`src/rtl/bmc_pkg.sv`:
```
package bmc_pkg;
  typedef enum logic [2:0] {
    MSG_REQ   = 3'd0,
    MSG_FWD   = 3'd1,
    MSG_ACK   = 3'd2,
    MSG_DATA  = 3'd3,
    MSG_UNBLK = 3'd4
  } msg_kind_e;

  typedef enum logic [1:0] {
    ST_IDLE  = 2'd0,
    ST_REQ   = 2'd1,
    ST_WAIT  = 2'd2,
    ST_UNBLK = 2'd3
  } ctl_state_e;
endpackage

```
`src/rtl/bmc_home_map.sv`:
```
module bmc_home_map #(
  parameter int ADDR_W    = 32,
  parameter int N_TILES   = 8,
  parameter int BLK_OFF_W = 6,
  localparam int TILE_W   = (N_TILES > 1) ? $clog2(N_TILES) : 1
) (
  input  logic [ADDR_W-1:0] addr,
  output logic [TILE_W-1:0] home
);
  // Low-order interleave just above the block offset
  always_comb begin
    home = addr[BLK_OFF_W +: TILE_W];
  end
endmodule

```
`src/rtl/bmc_reply_tracker.sv`:
```
module bmc_reply_tracker #(
  parameter int N_TILES = 8,
  parameter int MY_ID   = 0,
  parameter int DATA_W  = 64,
  localparam int TILE_W = (N_TILES > 1) ? $clog2(N_TILES) : 1
) (
  input  logic              clk,
  input  logic              rst_n,
  input  logic              clear,
  input  logic              rx_en,
  input  logic [TILE_W-1:0] rx_src,
  input  logic              rx_is_data,
  input  logic [DATA_W-1:0] rx_data,
  input  logic              armed,
  output logic [N_TILES-1:0] seen,
  output logic              all_in,
  output logic              have_data,
  output logic [DATA_W-1:0] data,
  output logic              err
);
  localparam logic [N_TILES-1:0] OTHERS = ~(N_TILES'(1) << MY_ID);

  logic [N_TILES-1:0] seen_q, seen_d;
  logic               have_q, have_d;
  logic [DATA_W-1:0]  data_q, data_d;
  logic               err_q, err_d;
  logic               fresh;
  logic               src_ok;

  always_comb begin
    src_ok = (int'(rx_src) < N_TILES) && (int'(rx_src) != MY_ID);
    fresh  = rx_en && src_ok && !seen_q[rx_src];
  end

  genvar gi;
  generate
    for (gi = 0; gi < N_TILES; gi++) begin : g_bit
      always_comb begin
        if (clear)
          seen_d[gi] = 1'b0;
        else if (fresh && (int'(rx_src) == gi))
          seen_d[gi] = 1'b1;
        else
          seen_d[gi] = seen_q[gi];
      end
    end
  endgenerate

  always_comb begin
    all_in = (seen_q & OTHERS) == OTHERS;
    have_d = have_q;
    data_d = data_q;
    err_d  = err_q;
    if (clear) begin
      have_d = 1'b0;
      data_d = '0;
      err_d  = 1'b0;
    end else begin
      if (fresh && rx_is_data) begin
        if (have_q) begin
          err_d = 1'b1;
        end else begin
          have_d = 1'b1;
          data_d = rx_data;
        end
      end
      if (armed && all_in && !have_q)
        err_d = 1'b1;
    end
  end

  always_ff @(posedge clk or negedge rst_n) begin
    if (!rst_n) begin
      seen_q <= '0;
      have_q <= 1'b0;
      data_q <= '0;
      err_q  <= 1'b0;
    end else begin
      seen_q <= seen_d;
      have_q <= have_d;
      data_q <= data_d;
      err_q  <= err_d;
    end
  end

  assign seen      = seen_q;
  assign have_data = have_q;
  assign data      = data_q;
  assign err       = err_q;
endmodule

```
`src/rtl/bcast_miss_ctrl.sv`:
```
module bcast_miss_ctrl
  import bmc_pkg::*;
#(
  parameter int N_TILES   = 8,
  parameter int MY_ID     = 0,
  parameter int ADDR_W    = 32,
  parameter int DATA_W    = 64,
  parameter int BLK_OFF_W = 6,
  localparam int TILE_W   = (N_TILES > 1) ? $clog2(N_TILES) : 1
) (
  input  logic              clk,
  input  logic              rst_n,
  input  logic              miss_valid,
  input  logic [ADDR_W-1:0] miss_addr,
  output logic              miss_ready,
  output logic              fill_valid,
  output logic [ADDR_W-1:0] fill_addr,
  output logic [DATA_W-1:0] fill_data,
  output logic              err,
  output logic              tx_valid,
  input  logic              tx_ready,
  output logic [2:0]        tx_type,
  output logic [TILE_W-1:0] tx_src,
  output logic [TILE_W-1:0] tx_dst,
  output logic [ADDR_W-1:0] tx_addr,
  input  logic              rx_valid,
  input  logic [2:0]        rx_type,
  input  logic [TILE_W-1:0] rx_src,
  input  logic [TILE_W-1:0] rx_dst,
  input  logic [ADDR_W-1:0] rx_addr,
  input  logic [DATA_W-1:0] rx_data
);
  ctl_state_e          state_q, state_d;
  logic [ADDR_W-1:0]   addr_q, addr_d;
  logic [TILE_W-1:0]   home_q, home_d;
  logic [TILE_W-1:0]   home_calc;
  logic                accept;
  logic                rx_en;
  logic                rx_is_data;
  logic [N_TILES-1:0]  seen_q;
  logic                all_in;
  logic                have_data;
  logic [DATA_W-1:0]   cap_data;
  logic                in_wait;

  bmc_home_map #(
    .ADDR_W   (ADDR_W),
    .N_TILES  (N_TILES),
    .BLK_OFF_W(BLK_OFF_W)
  ) u_home (
    .addr(miss_addr),
    .home(home_calc)
  );

  always_comb begin
    in_wait    = (state_q == ST_WAIT);
    accept     = (state_q == ST_IDLE) && miss_valid;
    rx_is_data = (rx_type == MSG_DATA);
    rx_en      = in_wait && rx_valid
                 && (int'(rx_dst) == MY_ID)
                 && (rx_addr == addr_q)
                 && ((rx_type == MSG_ACK) || (rx_type == MSG_DATA));
  end

  bmc_reply_tracker #(
    .N_TILES(N_TILES),
    .MY_ID  (MY_ID),
    .DATA_W (DATA_W)
  ) u_trk (
    .clk       (clk),
    .rst_n     (rst_n),
    .clear     (accept),
    .rx_en     (rx_en),
    .rx_src    (rx_src),
    .rx_is_data(rx_is_data),
    .rx_data   (rx_data),
    .armed     (in_wait),
    .seen      (seen_q),
    .all_in    (all_in),
    .have_data (have_data),
    .data      (cap_data),
    .err       (err)
  );

  // Next-state logic
  always_comb begin
    state_d = state_q;
    addr_d  = addr_q;
    home_d  = home_q;
    unique case (state_q)
      ST_IDLE: begin
        if (accept) begin
          addr_d  = miss_addr;
          home_d  = home_calc;
          state_d = ST_REQ;
        end
      end
      ST_REQ: begin
        if (tx_ready) state_d = ST_WAIT;
      end
      ST_WAIT: begin
        if (all_in) state_d = ST_UNBLK;
      end
      ST_UNBLK: begin
        if (tx_ready) state_d = ST_IDLE;
      end
      default: state_d = ST_IDLE;
    endcase
  end

  // State registers
  always_ff @(posedge clk or negedge rst_n) begin
    if (!rst_n) begin
      state_q <= ST_IDLE;
      addr_q  <= '0;
      home_q  <= '0;
    end else begin
      state_q <= state_d;
      if (accept) begin
        addr_q <= addr_d;
        home_q <= home_d;
      end
    end
  end

  // Outputs
  always_comb begin
    miss_ready = (state_q == ST_IDLE);
    tx_valid   = (state_q == ST_REQ) || (state_q == ST_UNBLK);
    tx_type    = (state_q == ST_UNBLK) ? MSG_UNBLK : MSG_REQ;
    tx_src     = TILE_W'(MY_ID);
    tx_dst     = home_q;
    tx_addr    = addr_q;
    fill_valid = (state_q == ST_UNBLK) && tx_ready;
    fill_addr  = addr_q;
    fill_data  = have_data ? cap_data : '0;
  end
endmodule

```
`config.mk`:
```
export PLATFORM = sky130hd
export DESIGN_NAME = bcast_miss_ctrl
export DESIGN_NICKNAME = d
export VERILOG_FILES = /design/src/rtl/bmc_pkg.sv /design/src/rtl/bmc_home_map.sv /design/src/rtl/bmc_reply_tracker.sv /design/src/rtl/bcast_miss_ctrl.sv
export SDC_FILE = /design/constraint.sdc
export NUM_CORES = 1
export LEC_CHECK = 0
export BUFFER_PORTS_ARGS = -buffer_cell sky130_fd_sc_hd__clkbuf_2
export CAP_MARGIN = 5
export CORE_AREA = 2 2 125 127
export CTS_CLUSTER_DIAMETER = 150
export CTS_CLUSTER_SIZE = 8
export DETAILED_ROUTE_END_ITERATION = 7
export DIE_AREA = 0 0 127 129
export PLACE_DENSITY = 0.75
export SLEW_MARGIN = 30
export SYNTH_ARGS = -nofsm -noshare
export SYNTH_HDL_FRONTEND = slang
export SYNTH_HIERARCHICAL = 1
export SYNTH_SLANG_ARGS = --single-unit
```
`constraint.sdc`:
```
create_clock -name clk -period 6.2 [get_ports clk]
set_input_delay 1.24 -clock clk [delete_from_list [all_inputs] [get_ports clk]]
set_output_delay 1.24 -clock clk [all_outputs]
set_load 0.02 [all_outputs]
```
==> results.md <==
- The flow ran to the end, and the final reports show no timing, DRC or antenna violations.
- The switching power is 1.09 mW.
- The pin count of the biggest net entering global routing is 77.
- The cell chosen for the clock root is clkbuf_16.
- The biggest fanout along the worst timing path is 64.
- Timing analysis after detailed placement gives a worst setup slack of 1.77 ns.
- The placeable core region is 15000 um2.
- The synthesized area is 6580 um2.
- The clock tree from TritonCTS is done.
- The number of core rows is 45.
- In the final routed layout, each cell accounts on average for 15.7 um.
- The DRC marker count from the first detailed-route iteration is 123.
- The wire length of the first global-routing pass is 24.1 mm.
- The classification of the worst-slack hold path is flip-flop to flip-flop.
- The area added between synthesis and finish is 21.3%.
- In the final timing run, aggregate negative setup slack is 0 ns.
- The final-report setup violation count is 0.
- The number of clock buffers added by TritonCTS is 9.
- Measured in cells, the most critical reg-to-reg path has a length of 8.
- 283 I/O pins were placed.
- The number of hold violations in the final report was 0.
- The data arrival time at the worst-slack endpoint is 4.26 ns.
- The share of total power dissipated in combinational logic is 0.418.
- The floorplan step defined a die boundary enclosing 16400 um2.
- The time the worst path needs with I/O delays and setup is 4.00 ns.
- The final period utilization is 0.644.
- The worst slew margin relative to its limit is 0.410.
- The worst-case IR drop observed on VDD is 355 uV.
- Including well taps, the total number of placed cells is 974.
- Clock latency on the worst-skew pair, taken at its later pin, is 0.35 ns.
- The initial antenna violation count is 0.
- The remaining design rule violation count is 0.
- The post-route antenna net violation count is 0.
- The level count of the clock H-tree is 3.
- Setup repair after global routing left no endpoint under its margin.
- For the worst setup path, the data required time is 6.46 ns.
- In this run the number of cells on the critical path is 9.
- The final layout contains 943 nets.
- Cell internal power was estimated by the tool at 1.63 mW.
- Leaving out filler cells and counting taps, the final layout contains 990.
- The post-cts repair resize count is 0.
- The number of pins exceeding their max-slew limit in the final report was 0.
- A synthesized cell averages 11.5 um2.
- The weighted congestion reported at the end of routability-driven placement is 0.745.
- The max-cap violation count is 0.
- In the routed layout, each cell is associated on average with a via count of 4.74.
- Traced cell by cell, the critical path runs through clkbuf_2, xor2_1, nor4_1, nand4_1, nor4_2, o211ai_1, nor4_4, buf_6, mux2i_1.
- The number of detailed-routing iterations run before antenna repair is 4.
- Synthesis handed over a netlist of 574 instances.
- The nature of the critical path startpoint is an input port.
- The clock passes through at most 2 buffers.
- For this configuration, the core starts out at a cell density of 0.439.
- The sequential power share is 0.374.
- In this run the register-to-register setup slack is 2.70 ns.
- The share of layout cells above drive strength 1 is 0.544.
- Counting instances, the worst hold path has a depth of 1.
- Counting both buffers and inverters, the worst setup path holds a total of 2.
- The number of post-CTS setup repair buffers is 0.
- The width of the die is 127 um.
- The number of hold buffers added after cts is 0.
- Summed over all layers, the routed wires come to 15.5 mm.
- The endpoint class of the critical path is a flip-flop.
- The clock group share of total power is 0.209.
- The master of the slowest instance on the critical path is buf_6.
- The analysis attributes to cell leakage a power of 3.99 nW.
- The aggregate global routing overflow is 0.
- The worst setup path is of the input port to flip-flop kind.
- After layout, the design draws a total of 2.72 mW.
- The via total after detailed routing is 4690.
- After clock tree synthesis, the clock-pin slew on the worst setup and hold paths is 0.07 ns.
- The post-route clock skew is 0.00904 ns.
- The die is 129 um tall.
- The sink count of the clock tree is 110.
- The worst path meets setup with 2.20 ns of slack.
- The actual transition at the worst max-transition pin is 0.883 ns.
- On the critical path the largest part of the delay comes from simple AND/OR/NAND/NOR gates.
- The delay of the slowest cell on the worst path is 0.60 ns.
- The placed wire-length estimate after detailed placement is 11.3 mm.
- The diode insertion count for antenna repair is 0.
- The power per standard cell area is 341 nW/um2.
- Buffers placed on the I/O ports in this run total 277.
- After routing the design area is 7970 um2.
- In the global route stage, overall resource usage came out at 0.187.
- The proportion of total power due to net switching is 0.401.
- Timing would allow up to 250 MHz.
- The number of global-route vias before repair is 4632.
- The placed instance area is 7690 um2.
- The number of synthesis warnings is 6.
==> worst register-to-register path: stages (launching register included) <==
cell	delay (ns)
dfrtp_1	0.45
xor2_1	0.21
nor4_1	0.53
nand4_1	0.23
nor4_2	0.50
o211ai_1	0.26
nor4_4	0.26
buf_6	0.60
mux2i_1	0.39
==> worst paths after layout <==
kind,startpoint,endpoint
worst min-delay path,tx_dst[1],tx_dst[1]
worst max register to register,fill_addr[12],u_trk/data[14]
min in group asynchronous,rst_n,u_trk/data[3]
worst max-delay path,rx_addr[12],u_trk/data[14]
max in group asynchronous,rst_n,u_trk/data[24]
worst min register to register,tx_dst[1],tx_dst[1]
==> layout make-up <==
| type | count | area, um2 |
|---|---|---|
| tap | 188 | 235 |
| timing repair buffer | 282 | 1430 |
| multi-input combinational | 387 | 3240 |
| sequential | 110 | 2750 |
| fill | 1356 | 7000 |
| inverter | 7 | 26.3 |
| clock buffer | 12 | 236 |
| clock inverter | 4 | 47.5 |
==> metal layers <==
layer	vias up	share of wire	track usage
met1	2214	0.43	0.233
met3	16	0.074	0.0503
met5	-	0	0
met2	184	0.48	0.314
met4	0	0.017	0.0659
li1	2276	-	-
==> layout by cell type, fill, tap and decap left out, types with 2 or more instances in the layout <==
master and n:
a21oi_1 3, a31oi_1 4, and2_1 65, buf_4 5, clkbuf_1 3, clkbuf_16 9, clkbuf_2 276, clkinv_2 2
conb_1 5, dfrtp_1 109, ha_1 4, inv_1 6, mux2_1 2, mux2_2 33, mux2i_1 67, nand2b_1 33
nand3_1 2, nand4_1 3, nor2_1 9, nor2b_1 2, nor4_1 7, or2b_2 95, xnor2_1 4, xor2_1 28
==> power by group through the flow <==
stage | sequential (mW) | combinational, mW | clock (mW)
2_1_floorplan | 1.12 | 0.776 | 0
3_3_place_gp | 1.03 | 1.13 | 0
3_5_place_dp | 1.03 | 1.14 | 0
4_1_cts | 1.02 | 1.15 | 0.586
5_1_grt | 1.03 | 1.21 | 0.615
6_report | 1.02 | 1.13 | 0.567
==> registers in the layout (all words and copies together) (netlist names) <==
| name | count |
|---|---|
| fill_addr | 32 |
| state_q | 2 |
| tx_dst | 3 |
| u_trk/data | 64 |
| u_trk/err | 1 |
| u_trk/have_data | 1 |
| u_trk/seen | 7 |
==> through the flow <==
stage	hold WS, ns	utilization
2_1_floorplan	0.483	-
3_3_place_gp	0.490	0.513
3_5_place_dp	0.496	0.513
4_1_cts	0.512	0.532
5_1_grt	0.549	0.532
6_report	0.514	0.532
(Power assumes the default switching activity.)
